`src/rtl/sync_out_fmt.sv`:
```
module sync_out_fmt #(
  parameter int WIDTH_W = 8,
  parameter int CNT_W   = 12
) (
  input  logic               clk,
  input  logic               rst_n,
  input  logic               hs_lock,
  input  logic               vs_raw,
  input  logic               coast_ext,
  input  logic [7:0]         cfg,
  input  logic [WIDTH_W-1:0] hs_width,
  output logic               hsout,
  output logic               hsyncout,
  output logic               vsyncout,
  output logic               hsout_oe,
  output logic               hsyncout_oe,
  output logic               vsyncout_oe,
  output logic               coast
);

  localparam logic [CNT_W-1:0]   ONE_C   = 1;
  localparam logic [WIDTH_W-1:0] ONE_W   = 1;
  localparam logic [CNT_W-1:0]   CNT_TOP = '1;
  localparam logic [CNT_W-1:0]   CNT_SAT = CNT_TOP - ONE_C;

  wire out_off   = cfg[0];
  wire coast_inv = cfg[1];
  wire lead_lock = cfg[2];
  wire vs_bypass = cfg[4];
  wire unused_rsvd = ^{cfg[7:5], cfg[3]};

  logic [CNT_W-1:0]   line_cnt, period;
  logic               seen, period_ok;
  logic [WIDTH_W-1:0] rem;

  assign coast       = coast_ext ^ coast_inv;
  assign hsout_oe    = !out_off;
  assign hsyncout_oe = !out_off;
  assign vsyncout_oe = !out_off;

  wire in_ev   = !coast && hs_lock;
  wire free_ev = coast && period_ok && (line_cnt == period - ONE_C);
  wire line_ev = in_ev || free_ev;

  wire [CNT_W-1:0] wid_c       = {{(CNT_W-WIDTH_W){1'b0}}, hs_width};
  wire [CNT_W-1:0] trail_start = (wid_c >= period) ? '0 : (period - wid_c - ONE_C);
  wire trail_go = !lead_lock && period_ok && (hs_width != '0) && (line_cnt == trail_start);

  always_ff @(posedge clk or negedge rst_n) begin
    if (!rst_n) begin
      line_cnt  <= '0;
      period    <= '0;
      seen      <= 1'b0;
      period_ok <= 1'b0;
    end else begin
      if (line_ev)
        line_cnt <= '0;
      else if (line_cnt != CNT_SAT)
        line_cnt <= line_cnt + ONE_C;
      if (in_ev) begin
        seen <= 1'b1;
        if (seen) begin
          period    <= line_cnt + ONE_C;
          period_ok <= 1'b1;
        end
      end
    end
  end

  always_ff @(posedge clk or negedge rst_n) begin
    if (!rst_n) begin
      hsyncout <= 1'b0;
      vsyncout <= 1'b0;
    end else begin
      hsyncout <= line_ev;
      if (vs_bypass || line_ev)
        vsyncout <= vs_raw;
    end
  end

  always_ff @(posedge clk or negedge rst_n) begin
    if (!rst_n) begin
      hsout <= 1'b0;
      rem   <= '0;
    end else if (lead_lock) begin
      if (line_ev) begin
        hsout <= (hs_width != '0);
        rem   <= (hs_width == '0) ? '0 : hs_width - ONE_W;
      end else if (rem != '0) begin
        rem <= rem - ONE_W;
      end else begin
        hsout <= 1'b0;
      end
    end else begin
      rem <= '0;
      if (line_ev)
        hsout <= 1'b0;
      else if (trail_go)
        hsout <= 1'b1;
    end
  end

  assert_lead_rise_R4: assert property (@(posedge clk) disable iff (!rst_n)
    ($rose(hsout) && $past(lead_lock)) |-> hsyncout);

  assert_trail_fall_R5: assert property (@(posedge clk) disable iff (!rst_n)
    ($fell(hsout) && !$past(lead_lock)) |-> hsyncout);

  assert_vs_hold_R7: assert property (@(posedge clk) disable iff (!rst_n)
    (!$past(vs_bypass) && !hsyncout) |-> $stable(vsyncout));

  assert_coast_ignore_R9: assert property (@(posedge clk) disable iff (!rst_n)
    (coast && hs_lock && !free_ev) |=> !hsyncout);

  assert_no_free_unlocked_R11: assert property (@(posedge clk) disable iff (!rst_n)
    (coast && !period_ok) |=> !hsyncout);

  assert_hsync_source_R3: assert property (@(posedge clk) disable iff (!rst_n)
    hsyncout |-> ($past(hs_lock) || $past(coast)));

endmodule

```
`config.mk`:
```
export PLATFORM = sky130hd
export DESIGN_NAME = sync_out_fmt
export DESIGN_NICKNAME = d
export VERILOG_FILES = /design/src/rtl/sync_out_fmt.sv
export SDC_FILE = /design/constraint.sdc
export NUM_CORES = 1
export LEC_CHECK = 0
export ABC_AREA = 1
export BUFFER_PORTS_ARGS = -buffer_cell sky130_fd_sc_hd__buf_2
export CAP_MARGIN = 15
export CORE_ASPECT_RATIO = 1.75
export CORE_MARGIN = 10
export CORE_UTILIZATION = 30
export DETAILED_ROUTE_END_ITERATION = 10
export GPL_TIMING_DRIVEN = 0
export PLACE_DENSITY_LB_ADDON = 0.08
export SETUP_SLACK_MARGIN = 0.5
export SYNTH_ARGS = -nofsm -noshare
export SYNTH_HDL_FRONTEND = slang
export SYNTH_SLANG_ARGS = --single-unit
```
`constraint.sdc`:
```
create_clock -name clk -period 5.4 [get_ports clk]
set_clock_uncertainty 0.1 [all_clocks]
set_input_delay 0.54 -clock clk [delete_from_list [all_inputs] [get_ports clk]]
set_output_delay 0.54 -clock clk [all_outputs]
set_load 0.01 [all_outputs]
```
# == Word-level counts from Yosys, hierarchy flattened ==
# Index checks and enable logic that the tools add are counted.
# totals
elab_cells,51
in_bits,21
reg_bits,37
out_inout_bits,7
# op_classes
reduce_logical,18
mux,12
bitwise,1
n_lt_le_gt_ge,1
add_sub_neg,6
n_eq_ne,5
# op_table
op,count
two-way mux 12 bit,3
two-way mux 8 bit,4
== test 12 bit,2
subtractor 12 x 1 -> 12 bit (second input constant),2
nonzero test 8 bit,2
subtractor 8 x 1 -> 8 bit (second input constant),2
adder 12 x 1 -> 12 bit (second input constant),1
greater-or-equal comparator 8 x 12 -> 1 bit,1
inequality test 12 bit (second input constant),1
subtractor 12 x 8 -> 12 bit,1
logical NOT 8 bit,1
logical AND 1 bit,6
two-way mux 1 bit,5
AND reduction 2 bit,2
logical NOT 1 bit,3
inequality test 3 x 1 -> 1 bit (second input constant),1
inequality test 3 bit (second input constant),1
nonzero test 3 bit,1
logical OR 1 bit,2
nonzero test 2 bit,1
XOR 1 bit,1

# == Logic depth before layout (Yosys ltp) ==
# Gate-level depths: netlist of run 1.
# logic_depth
word_depth,8
mapped_depth,21

# == Worst setup path after synthesis of run 1 ==
# Ideal clock, no wire load.
# synth_path
path_type,input-to-reg
from,input port hs_width[0]
to,register hsout
setup_ns,0.065
setup_slack_ns,2.912
cell_stages,21
n_path_buf,1
arrival_ns,2.323
path_cell_list,inv_1 ha_1 fa_1 inv_1 nand2_1 nand2_1 nand2_1 nand2_1 nand2_2 nand2_2 inv_2 buf_6 nand4_1 nand2_1 nor2_1 nand2_1 nor2_1 nand2_1 nand2_1 nand2_1 nand2_1
# synth_via
elab_chain_len,7
word_cells_on_any_way,12
# synth_rtl
item,line,text
from (decl),11,"input logic [WIDTH_W-1:0] hs_width,"
subtractor 12 x 8 -> 12 bit,46,wire [CNT_W-1:0] trail_start = (wid_c >= period) ? '0 : (period - wid_c - ONE_C);
subtractor 12 x 1 -> 12 bit,46,
two-way mux 12 bit,46,
== test 12 bit,47,wire trail_go = !lead_lock && period_ok && (hs_width != '0) && (line_cnt == trail_start);
logical AND 1 bit,47,
nonzero test 3 bit (no line),--,
AND reduction 2 bit (no line),--,
to (signal assigned),87,hsout <= (hs_width != '0);
to (decl),12,"output logic hsout,"
# Parallel ways exist; a longest one is shown, timed or not.
# A chain may end at the register's enable or synchronous reset.

# == Worst setup path in the final report of run 1 ==
# layout_path
from,register period[1]
to,register rem[5]
# layout_via
elab_chain_len,6
word_cells_on_any_way,7
# layout_rtl
item,line,text
from (decl),32,"logic [CNT_W-1:0] line_cnt, period;"
from (signal assigned),63,period <= line_cnt + ONE_C;
subtractor 12 x 1 -> 12 bit (*),42,wire free_ev = coast && period_ok && (line_cnt == period - ONE_C);
== test 12 bit (*),42,
logical AND 1 bit (*),42,
logical OR 1 bit (*),43,wire line_ev = in_ev || free_ev;
two-way mux 8 bit,86,if (line_ev) begin
two-way mux 8 bit,85,end else if (lead_lock) begin
to (signal assigned),88,rem <= (hs_width == '0) ? '0 : hs_width - ONE_W;
to (signal assigned),90,rem <= rem - ONE_W;
to (decl),34,logic [WIDTH_W-1:0] rem;
# Every way passes the cells marked *; elsewhere a longest branch is shown, timed or not.

==> summary.txt, run 1 <==
Power
  – Maximum vdd drop: 0.167 mV
  – Power density cells: 356 nW/um^2
  – Leak pwr: 1.97 nW

Die
  – Die Wd: 101 um
  – Die H: 161 um
  – Ports: 28
  – # rows: 51
  – CORE AREA: 11200 sq um
  – Die Area: 16200 sq um
  – Initial Util: 30.6%

Synth
  – Synthesized area per cell: 6.79 sq um
  – Number of synthesized flops with an enable pin: 0
  – Synth top area share: 27.1%
  – Ys async rst share: 100%
  – Post-Syn Nets: 547
  – Post-synthesis cell area: 3420 sq um
  – Synthesis Warnings: 0
  – Top cells by area, synth: dfrtp_1, nand2_1, xor2_1
  – Ys flop type: dfrtp_1
  – Commonest cells post-synth: nand2_1, inv_1, nor2_1
  – Seq/Total Area, Yosys: 27.1%
  – Flops & latches, synth: 37
  – Cells after Synth: 504
  – Top-count cell post-synth: nand2_1
  – Library cells used by synthesis: 34
  – Cell taking the most area after synthesis: dfrtp_1

Detailed routing
  – Antenna viol nets, final: 0
  – Detailed-route wire length per cell: 15.8 um
  – Final WL: 10500 um
  – First DRT Iteration DRCs: 145
  – First drt pass iteration count: 4
  – Detail-routed via count per cell: 4.74
  – Drt drc: 0
  – Total number of vias: 3159

Layout
  – Area Growth Syn to Fin: 12.3%
  – Diode count: 0
  – Share of cells above drive strength 1: 13.5%
  – Final Util: 34.4%
  – Final nets: 577
  – Fin cells: 667

STA
  – Endpoints failing setup: 0
  – Worst-Margin Slew: 0.938 ns
  – Highest Clock Rate: 0.368 GHz
  – RSZ-0062 raised after global routing: no
  – Slew headroom: 37.5%
  – Fin. max-slew vios: 0
  – Hold_ws: 0.291 ns
  – Fin. Hold Viols: 0
  – Tcrit/Tclk final: 50.3%
  – Crit path time final: 2.71 ns
  – Setup TNS: 0 ns

Global route
  – Antenna violations before repair: 0
  – Pin count of the biggest net entering global routing: 38
  – Grt ovf: 0
  – First-pass GRT wire length: 17600 um
  – Vias in the first global route: 3333
  – GRT Total Usage: 13.9%

Clock network
  – Clk slew on worst S/H paths: 0.07 ns
  – Hold_buf cts: 0
  – Longest Clk Path Bufs: 2
  – Later-pin clock latency in the skew report: 0.29 ns
  – CTS root buffer: clkbuf_16
  – CTS HTree Levels: 2
  – Clk sinks: 37
  – Post-CTS setup buffer count: 0
  – Clock buffer count from CTS: 5
  – Post-cts resize count: 0
  – CTS tree: built

Worst setup path
  – WP buf/inv: 2
  – Worst setup SP type: flip-flop
  – Req. time, crit path: 5.47 ns
  – Delay-heaviest family, CP: simple AND/OR/NAND/NOR gates
  – CP arrival: 2.78 ns
  – CP Cell Sequence: inv_1 > ha_1 > nand3_2 > nor2_2 > nand3_1 > xor2_1 > nand2_1 > nor2_1 > nand3_2 > nand2_2 > buf_6 > o21ai_1 > o21ai_1 > nor2_1
  – Critical Path Sink Type: flip-flop
  – Critical path peak fanout: 10
  – Max stage delay cell, worst path: dfrtp_1
  – CP peak stage delay: 0.42 ns
  – Critical path class: reg2reg

Placement
  – Placed cell count: 659
  – Final Wtd Congestion: 0.841
  – Buffers on Ports: 23
  – Hpwl dp: 8680 um

Job
  – Maxcap violations: 0

Outcome
  – Status: complete, no violations

Worst hold path
  – HP Class: in2async
sequential cells by signal, summed over array words and instances (netlist names):
signal and count:
rem 8, period_ok 1, hsout 1, line_cnt 12, period 12, seen 1, vsyncout 1, hsyncout 1
worst paths after layout:
check | startpoint | to | slack (ns) | cells past startpoint
hold reg to reg | seen$_DFFE_PN0P_ | seen$_DFFE_PN0P_ | 0.36 | 2
setup / recovery | period[1]$_DFFE_PN0P_ | rem[5]$_DFFE_PN0P_ | 2.69 | 14
setup reg to reg | period[1]$_DFFE_PN0P_ | rem[5]$_DFFE_PN0P_ | 2.69 | 14
min in group clk | cfg[4] | vsyncout$_DFFE_PN0P_ | 0.34 | 2
hold / removal | rst_n | period_ok$_DFFE_PN0P_ | 0.29 | 1
max in group asynchronous | rst_n | line_cnt[7]$_DFFE_PN0P_ | 4.32 | 1
stage by stage:
| stage | power (mW) | setup WS [ns] | area [sq um] |
|---|---|---|---|
| floorplan | 0.917 | 2.91 | 3420 |
| detailed placement | 1.09 | 2.45 | 3700 |
| finish | 1.37 | 2.69 | 3840 |
| global route | 1.51 | 2.46 | 3840 |
| global placement | 1.08 | 2.46 | 3700 |
| CTS | 1.39 | 2.63 | 3840 |
layout make-up:
class,count,area (sq um)
Inverter,78,295
Sequential cell,37,926
Clock inverter,2,10.0
Buffer,10,76.3
Multi-Input combinational cell,379,2120
Tap cell,132,165
Timing Repair Buffer,23,115
Clock buffer,6,129
Fill cell,1253,7330
routing by layer:
metal | up-vias | share of wire, % | GRT usage, %
li1 | 1646 | - | -
met2 | 47 | 57 | 26.4
met3 | 12 | 3.4 | 2.09
met5 | - | 0 | 0
met1 | 1454 | 37 | 14.3
met4 | 0 | 2.8 | 5.94
cell usage in the layout, fill, tap and decap left out:
master	n
o21ai_0	15
nand3_1	36
inv_4	1
clkinv_2	2
buf_4	2
nand3_4	1
nor2_2	4
clkinv_1	1
nor3_2	1
buf_2	24
nand3b_1	3
dfrtp_1	37
clkbuf_1	4
xor2_2	1
nor2_4	1
nor2_1	45
inv_1	70
buf_6	4
a21oi_2	8
xnor2_1	9
or2_2	2
or2_0	1
inv_2	6
a21oi_1	10
o31ai_2	1
nand2_2	6
fa_1	1
nand4_1	17
nor3_1	8
nand3_2	3
or3_1	1
xor2_1	31
ha_1	21
o21ai_1	14
clkbuf_16	5
nand2_1	139
power breakdown:
| group | switching (mW) | internal (mW) | total, mW |
|---|---|---|---|
| clock | 0.128 | 0.170 | 0.298 |
| combinational | 0.412 | 0.265 | 0.678 |
| sequential | 0.0638 | 0.329 | 0.393 |
cell families (layout without fill, tap and decap cells):
family                     count (synthesis)  in the layout  synth area share, %
adders and majority gates                 22             22                 8.27
xor gates and xnor gates                  41             41                 10.7
DFF                                       37             37                 27.1
buffers and inverters                     88            119                 10.9
AOI/OAI and AO/OA                         48             48                 8.12
and+or+nand+nor                          268            268                 35.0
No activity file was read; power rests on OpenSTA's default activity.
==> run 2: changes to the inputs <==
==> constraint.sdc (replaced) <==
create_clock -name clk -period 2.8 [get_ports clk]
set_clock_uncertainty 0.1 [all_clocks]
set_input_delay 0.28 -clock clk [delete_from_list [all_inputs] [get_ports clk]]
set_output_delay 0.28 -clock clk [all_outputs]
set_load 0.01 [all_outputs]
==> summary.txt, run 2 (synthesis gave the netlist of run 1 again) <==
Detailed routing
  – First drt pass iteration count: 4 (unchanged)
  – Detail-routed via count per cell: 4.77 (+0.76%)
  – Antenna viol nets, final: 0 (unchanged)
  – Total number of vias: 3264 (+3.3%)
  – Detailed-route wire length per cell: 16.1 um (+2.2%)
  – Final WL: 11000 um (+4.8%)
  – Drt drc: 0 (unchanged)
  – First DRT Iteration DRCs: 133 (-8.3%)

Die
  – Die H: 161 um (unchanged)
  – Initial Util: 30.6% (unchanged)
  – Ports: 28 (unchanged)
  – # rows: 51 (unchanged)
  – Die Wd: 101 um (unchanged)
  – CORE AREA: 11200 sq um (unchanged)
  – Die Area: 16200 sq um (unchanged)

Placement
  – Buffers on Ports: 23 (unchanged)
  – Final Wtd Congestion: 0.841 (unchanged)
  – Hpwl dp: 8680 um (unchanged)
  – Pre-CTS WS: 0.0496 ns (-2.40 ns)

Worst setup path
  – Reg2Reg Setup Slack: 0.43 ns (-2.25 ns)
  – Critical path class: reg2reg
  – CP arrival: 2.50 ns (-0.28 ns)
  – Critical Path Sink Type: flip-flop
  – Worst setup SP type: flip-flop
  – Critical path peak fanout: 6 (-4)
  – Cells on worst reg2reg path: 20 (+6)
  – Req. time, crit path: 2.93 ns (-2.54 ns)

Global route
  – Vias in the first global route: 3390 (+1.7%)
  – Pin count of the biggest net entering global routing: 38 (unchanged)
  – GRT Total Usage: 14.3% (+0.39 points)
  – First-pass GRT wire length: 18000 um (+2.2%)
  – Grt ovf: 0 (unchanged)
  – Antenna violations before repair: 0 (unchanged)

Layout
  – Biggest regs: line_cnt: 12 flops, period: 12 flops, rem: 8 flops
  – Final nets: 594 (+2.9%)
  – FILL cells: 1215 (-3.0%)
  – Register area: 931 sq um (+0.54%)
  – Share of cells above drive strength 1: 23.7% (+10 points)
  – Commonest non-fill, non-tap cell in the layout: nand2_1
  – Area Growth Syn to Fin: 25.6%
  – Most frequent cells in the layout: nand2_1, inv_1, nor2_1, dfrtp_1, xor2_1
  – Diode count: 0 (unchanged)
  – Area of the multi-input gates: 2360 sq um (+11%)

STA
  – Fin. Hold Viols: 0 (unchanged)
  – RSZ-0062 raised after global routing: yes
  – Fin. max-slew vios: 0 (unchanged)
  – Tcrit/Tclk final: 84.6% (+34 points)
  – Worst-Margin Slew: 0.938 ns (+0.000130 ns)
  – Endpoints failing setup: 0 (unchanged)
  – Final setup margin: 0.432 ns (-2.25 ns)
  – Crit path time final: 2.37 ns (-0.346 ns)
  – Setup TNS: 0 ns (unchanged)
  – Highest Clock Rate: 0.422 GHz (+15%)
  – Slew headroom: 37.5% (about the same)

Outcome
  – Status: complete, no violations

Worst hold path
  – HP Class: in2async

Clock network
  – Longest Clk Path Bufs: 2 (unchanged)
  – Later-pin clock latency in the skew report: 0.29 ns (about the same)
  – CTS root buffer: clkbuf_16
  – Hold_buf cts: 0 (unchanged)
  – Clock buffer count from CTS: 5 (unchanged)
  – Clk sinks: 37 (unchanged)
  – Clk slew on worst S/H paths: 0.06 ns (about the same)
  – CTS HTree Levels: 2 (unchanged)
  – CTS tree: built

Job
  – Maxcap violations: 0 (unchanged)

Power
  – Leak pwr: 2.10 nW (+6.6%)
  – Tot Pwr: 2.96 mW (+120%)
  – Maximum vdd drop: 0.373 mV (+120%)
  – Power density cells: 689 nW/um^2 (+93%)
==> run 2: path summary, 6_finish.rpt <==
path                                       startpoint                     to
worst max-delay path            period[0]$_DFFE_PN0P_      hsout$_DFFE_PN0P_
worst min-delay path                            rst_n     rem[4]$_DFFE_PN0P_
worst max register to register  period[0]$_DFFE_PN0P_      hsout$_DFFE_PN0P_
worst min register to register       seen$_DFFE_PN0P_       seen$_DFFE_PN0P_
max in group asynchronous                       rst_n  period[5]$_DFFE_PN0P_
min in group clk                               cfg[4]   vsyncout$_DFFE_PN0P_
==> run 2: cell type report <==
class                      count  area share, %
buffer                        10           2.27
clock buffer                   6           3.00
clock inverter                 2          0.233
inverter                      78           7.16
multi-input combinational    379           55.0
sequential                    37           21.7
tap                          132           3.84
timing repair buffer          40           6.81
==> run 2: through the flow <==
stage / utilization, % / instance area (sq um) / instances / hold WS, ns
finish: 38.5 / 4300 / 684 / 0.0248
global route: 38.5 / 4300 / 684 / 0.0971
CTS: 36.6 / 4090 / 678 / 0.0714
detailed placement: 33.1 / 3700 / 659 / 0.343
global placement: 33.1 / 3700 / 659 / 0.336
floorplan: - / 3420 / 504 / -0.116
==> run 2: critical path: stages, from the launching register on <==
cell and delay, ns:
dfrtp_2 0.44, ha_4 0.17, fa_2 0.37, inv_2 0.06, nand2_1 0.04, nand2_1 0.05, nand2_1 0.06, nand2_2 0.07
nand2_4 0.08, nand2_4 0.09, inv_6 0.05, buf_6 0.12, nand4_1 0.06, nand2_1 0.06, nor2_1 0.11, nand2_1 0.07
nor2_2 0.07, nand2_1 0.08, nand2_1 0.06, nand2_1 0.04, nand2_1 0.05
==> run 2: power breakdown <==
group          switching, mW  internal, mW  total [mW]
sequential             0.128         0.638       0.767
clock                  0.246         0.328       0.573
combinational          0.915         0.705        1.62
total                   1.29          1.67        2.96
==> run 2: what timing repair did <==
action	CTS	global route
setup endpoints to repair	23	25
pin swaps	10	14
cloned	3	0
resized for setup	38	33
setup buffers	8	6
==> run 2: metal layers <==
| layer | vias to the layer above | global-route usage (%) | part of all wire (%) | wire (um) |
|---|---|---|---|---|
| met1 | 1530 | 15.0 | 38 | 4150 |
| met4 | 0 | 5.87 | 2.7 | 294 |
| met2 | 42 | 27.0 | 57 | 6330 |
| li1 | 1679 | - | - | - |
| met3 | 13 | 2.01 | 2.5 | 271 |
| met5 | - | 0 | 0 | 0 |
==> run 3: changes to the inputs <==
--- a/config.mk
+++ b/config.mk
@@ -5,7 +5,7 @@
 export SDC_FILE = /design/constraint.sdc
 export NUM_CORES = 1
 export LEC_CHECK = 0
-export ABC_AREA = 1
+export ABC_AREA = 0
 export BUFFER_PORTS_ARGS = -buffer_cell sky130_fd_sc_hd__buf_2
 export CAP_MARGIN = 15
 export CORE_ASPECT_RATIO = 1.75
==> constraint.sdc (replaced) <==
create_clock -name clk -period 2.07 [get_ports clk]
set_clock_uncertainty 0.1 [all_clocks]
set_input_delay 0.207 -clock clk [delete_from_list [all_inputs] [get_ports clk]]
set_output_delay 0.207 -clock clk [all_outputs]
set_load 0.01 [all_outputs]
==> summary.txt, run 3 <==
Outcome
  – Status: finished, violations left
  – Failing checks: setup timing

Detailed routing
  – First drt pass iteration count: 4 (unchanged)
  – Final WL: 10700 um (-2.8%)
  – Total number of vias: 2929 (-10%)
  – First DRT Iteration DRCs: 99 (-26%)
  – Antenna viol nets, final: 0 (unchanged)
  – Detailed-route wire length per cell: 19.1 um (+19%)
  – Detail-routed via count per cell: 5.22 (+9.4%)
  – Drt drc: 0 (unchanged)

Clock network
  – Later-pin clock latency in the skew report: 0.29 ns (about the same)
  – Clk slew on worst S/H paths: 0.06 ns (about the same)
  – CTS tree: built
  – CTS HTree Levels: 2 (unchanged)
  – Longest Clk Path Bufs: 2 (unchanged)
  – Clk sinks: 37 (unchanged)
  – Clock buffer count from CTS: 5 (unchanged)
  – CTS root buffer: clkbuf_16

Worst hold path
  – Hold EP: vsyncout$_DFFE_PN0P_
  – HP Class: in2reg
  – Worst Hold Launch: vs_raw
  – Hold depth: 2

Global route
  – GRT Total Usage: 14.1% (-0.17 points)
  – First-pass GRT wire length: 16500 um (-8.3%)
  – Vias in the first global route: 3063 (-9.6%)
  – Antenna violations before repair: 0 (unchanged)
  – Pin count of the biggest net entering global routing: 38 (unchanged)
  – Grt ovf: 0 (unchanged)

Die
  – Ports: 28 (unchanged)
  – Die H: 154 um (-4.2%)
  – CORE AREA: 10200 sq um (-8.9%)
  – Die Wd: 96.8 um (-3.9%)
  – Initial Util: 30.5% (-0.18 points)
  – Die Area: 15000 sq um (-7.9%)
  – # rows: 49 (-3.9%)

Layout
  – Diode count: 0 (unchanged)
  – Fin cells: 561 (-18%)
  – Area Growth Syn to Fin: 34.7%
  – Final Util: 41.0% (+2.5 points)
  – Biggest regs: line_cnt: 12 flops, period: 12 flops, rem: 8 flops
  – Commonest non-fill, non-tap cell in the layout: nand2_1
  – Most frequent cells in the layout: nand2_1, dfrtp_1, xnor2_1, buf_2, inv_1
  – Final nets: 476 (-20%)
  – Share of cells above drive strength 1: 30.2% (+6.5 points)

Synth
  – Synthesis Warnings: 0 (unchanged)
  – Ys async rst share: 100% (unchanged)
  – Ys flop type: dfrtp_1
  – Seq/Total Area, Yosys: 29.9% (+2.8 points)
  – Flops & latches, synth: 37 (unchanged)
  – Commonest cells post-synth: dfrtp_1, nand2_1, xnor2_1
  – Cell taking the most area after synthesis: dfrtp_1
  – Number of synthesized flops with an enable pin: 0 (unchanged)
  – Synth top area share: 29.9% (+2.8 points)
  – Top-count cell post-synth: dfrtp_1
  – Post-Syn Nets: 422 (-23%)
  – Synthesized area per cell: 8.18 sq um (+20%)
  – Cells after Synth: 379 (-25%)
  – Top cells by area, synth: dfrtp_1, ha_1, xnor2_1
  – Post-synthesis cell area: 3100 sq um (-9.4%)
  – Library cells used by synthesis: 53 (+56%)

Worst setup path
  – Reg2reg start: period[0]$_DFFE_PN0P_
  – Cells on worst reg2reg path: 12 (-40%)
  – Worst setup SP type: flip-flop
  – CP arrival: 2.91 ns (+0.41 ns)
  – Critical R2R Capture: hsout$_DFFE_PN0P_
  – WP buf/inv: 3 (unchanged)
  – Max stage delay cell, worst path: or4b_4
  – CP Cell Sequence: inv_2 > ha_4 > or4b_4 > or3_1 > a21oi_2 > o22ai_2 > o31ai_4 > buf_4 > buf_12 > nor2_2 > a31oi_1 > o31ai_1
  – Delay-heaviest family, CP: simple AND/OR/NAND/NOR gates
  – Req. time, crit path: 2.13 ns (-0.80 ns)
  – Critical path class: reg2reg
  – Critical path peak fanout: 6 (unchanged)
  – CP peak stage delay: 0.47 ns (+0.03 ns)
  – Critical Path Sink Type: flip-flop
  – Reg2Reg Setup Slack: -0.78 ns (-1.21 ns)

Power
  – Power density cells: 1040 nW/um^2 (+50%)
  – Leak pwr: 1.70 nW (-19%)
  – Tot Pwr: 4.32 mW (+46%)
  – Maximum vdd drop: 0.376 mV (+0.94%)

STA
  – Tcrit/Tclk final: 138% (+53 points)
  – RSZ-0062 raised after global routing: yes
  – Final setup margin: -0.781 ns (-1.21 ns)
  – Fin. max-slew vios: 0 (unchanged)
  – Hold_ws: 0.0535 ns (+0.0287 ns)
  – Setup TNS: -16.61 ns (-16.61 ns)
  – Highest Clock Rate: 0.351 GHz (-17%)
  – Fin. Hold Viols: 0 (unchanged)
  – Worst-Margin Slew: 0.943 ns (+0.00471 ns)
  – Crit path time final: 2.85 ns (+0.483 ns)
  – Slew headroom: 37.2% (-0.31 points)
  – Endpoints failing setup: 23 (+23)

Placement
  – Hpwl dp: 8370 um (-3.5%)
  – Final Wtd Congestion: 0.838 (-0.39%)
  – Placed cell count: 530 (-20%)
  – Buffers on Ports: 23 (unchanged)

Job
  – Maxcap violations: 0 (unchanged)
-- run 3: changes by cell type in the layout (fill, tap and decap cells not counted), sizes merged, moves of 6 or more --
cell    before  now
nor4         0    8
a211oi       0    6
nand3       40   15
buf         47   55
xor2        32   18
or3          1   11
inv         77   27
nor2        50   28
o21ai       29   21
nand2      145   36
nand4       17    7
xnor2        9   30
nor2b        0    6
a21oi       18   26
-- run 3: final cells by class --
| class | instances | area [sq um] |
|---|---|---|
| fillers | 1078 | 6000 |
| multi-input cells | 297 | 2320 |
| flip-flops and latches | 37 | 936 |
| repair buffers | 47 | 344 |
| plain buffers | 18 | 179 |
| well taps | 127 | 159 |
| clock buffers | 6 | 129 |
| inverters | 27 | 101 |
| clock inverters | 2 | 10.0 |
-- run 3: how the worst max path moves through the flow --
stage,startpoint,end,cells past startpoint
after floorplan,period[0]$_DFFE_PN0P_,rem[0]$_DFFE_PN0P_,11
after global placement,period[2]$_DFFE_PN0P_,rem[7]$_DFFE_PN0P_,8
after detailed placement,period[2]$_DFFE_PN0P_,line_cnt[2]$_DFFE_PN0P_,8
after CTS,period[0]$_DFFE_PN0P_,vsyncout$_DFFE_PN0P_,11
after global routing,period[0]$_DFFE_PN0P_,hsout$_DFFE_PN0P_,12
final,period[0]$_DFFE_PN0P_,hsout$_DFFE_PN0P_,12
-- run 3: metrics by stage --
| step | setup slack, ns | instance area (sq um) |
|---|---|---|
| 2_1_floorplan | -0.613 | 3160 |
| 3_3_place_gp | -1.46 | 3440 |
| 3_5_place_dp | -1.44 | 3450 |
| 4_1_cts | -0.797 | 3970 |
| 5_1_grt | -0.865 | 4180 |
| 6_report | -0.781 | 4180 |
-- run 3: layer usage --
layer | part of all wire [%] | track usage (%)
met1 | 32 | 11.6
met2 | 59 | 28.5
met4 | 7.2 | 11.8
met3 | 1.4 | 1.69
met5 | 0 | 0
-- run 3: cells by family after synthesis --
family / after synthesis / synth area share [%]
simple gates: 140 / 22.9
compound gates: 84 / 17.2
xor+xnor: 48 / 13.6
buf+inv: 45 / 6.38
flops: 37 / 29.9
fa+ha+maj: 22 / 9.12
mux: 3 / 1.01
-- run 3: what timing repair did --
item,4_1_cts,5_1_grt
setup buffers,12,8
hold buffers,1,0
gates resized for setup,68,36
pin swaps,17,10
endpoints found under the hold margin,23,0
setup endpoints to repair,31,30
cloned,2,0
-- run 3: power breakdown --
part / internal, mW / switching (mW)
Clock: 0.443 / 0.316
Combinational: 1.14 / 1.36
Sequential: 0.889 / 0.177
-- run 3: worst register-to-register path: cells and delay by family (launching register included) --
kind | cells | cell delay [ns]
and+or+nand+nor | 3 | 0.91
DFF | 1 | 0.45
AOI/OAI and AO/OA | 5 | 0.77
adders and majority gates | 1 | 0.13
buffers and inverters | 3 | 0.38
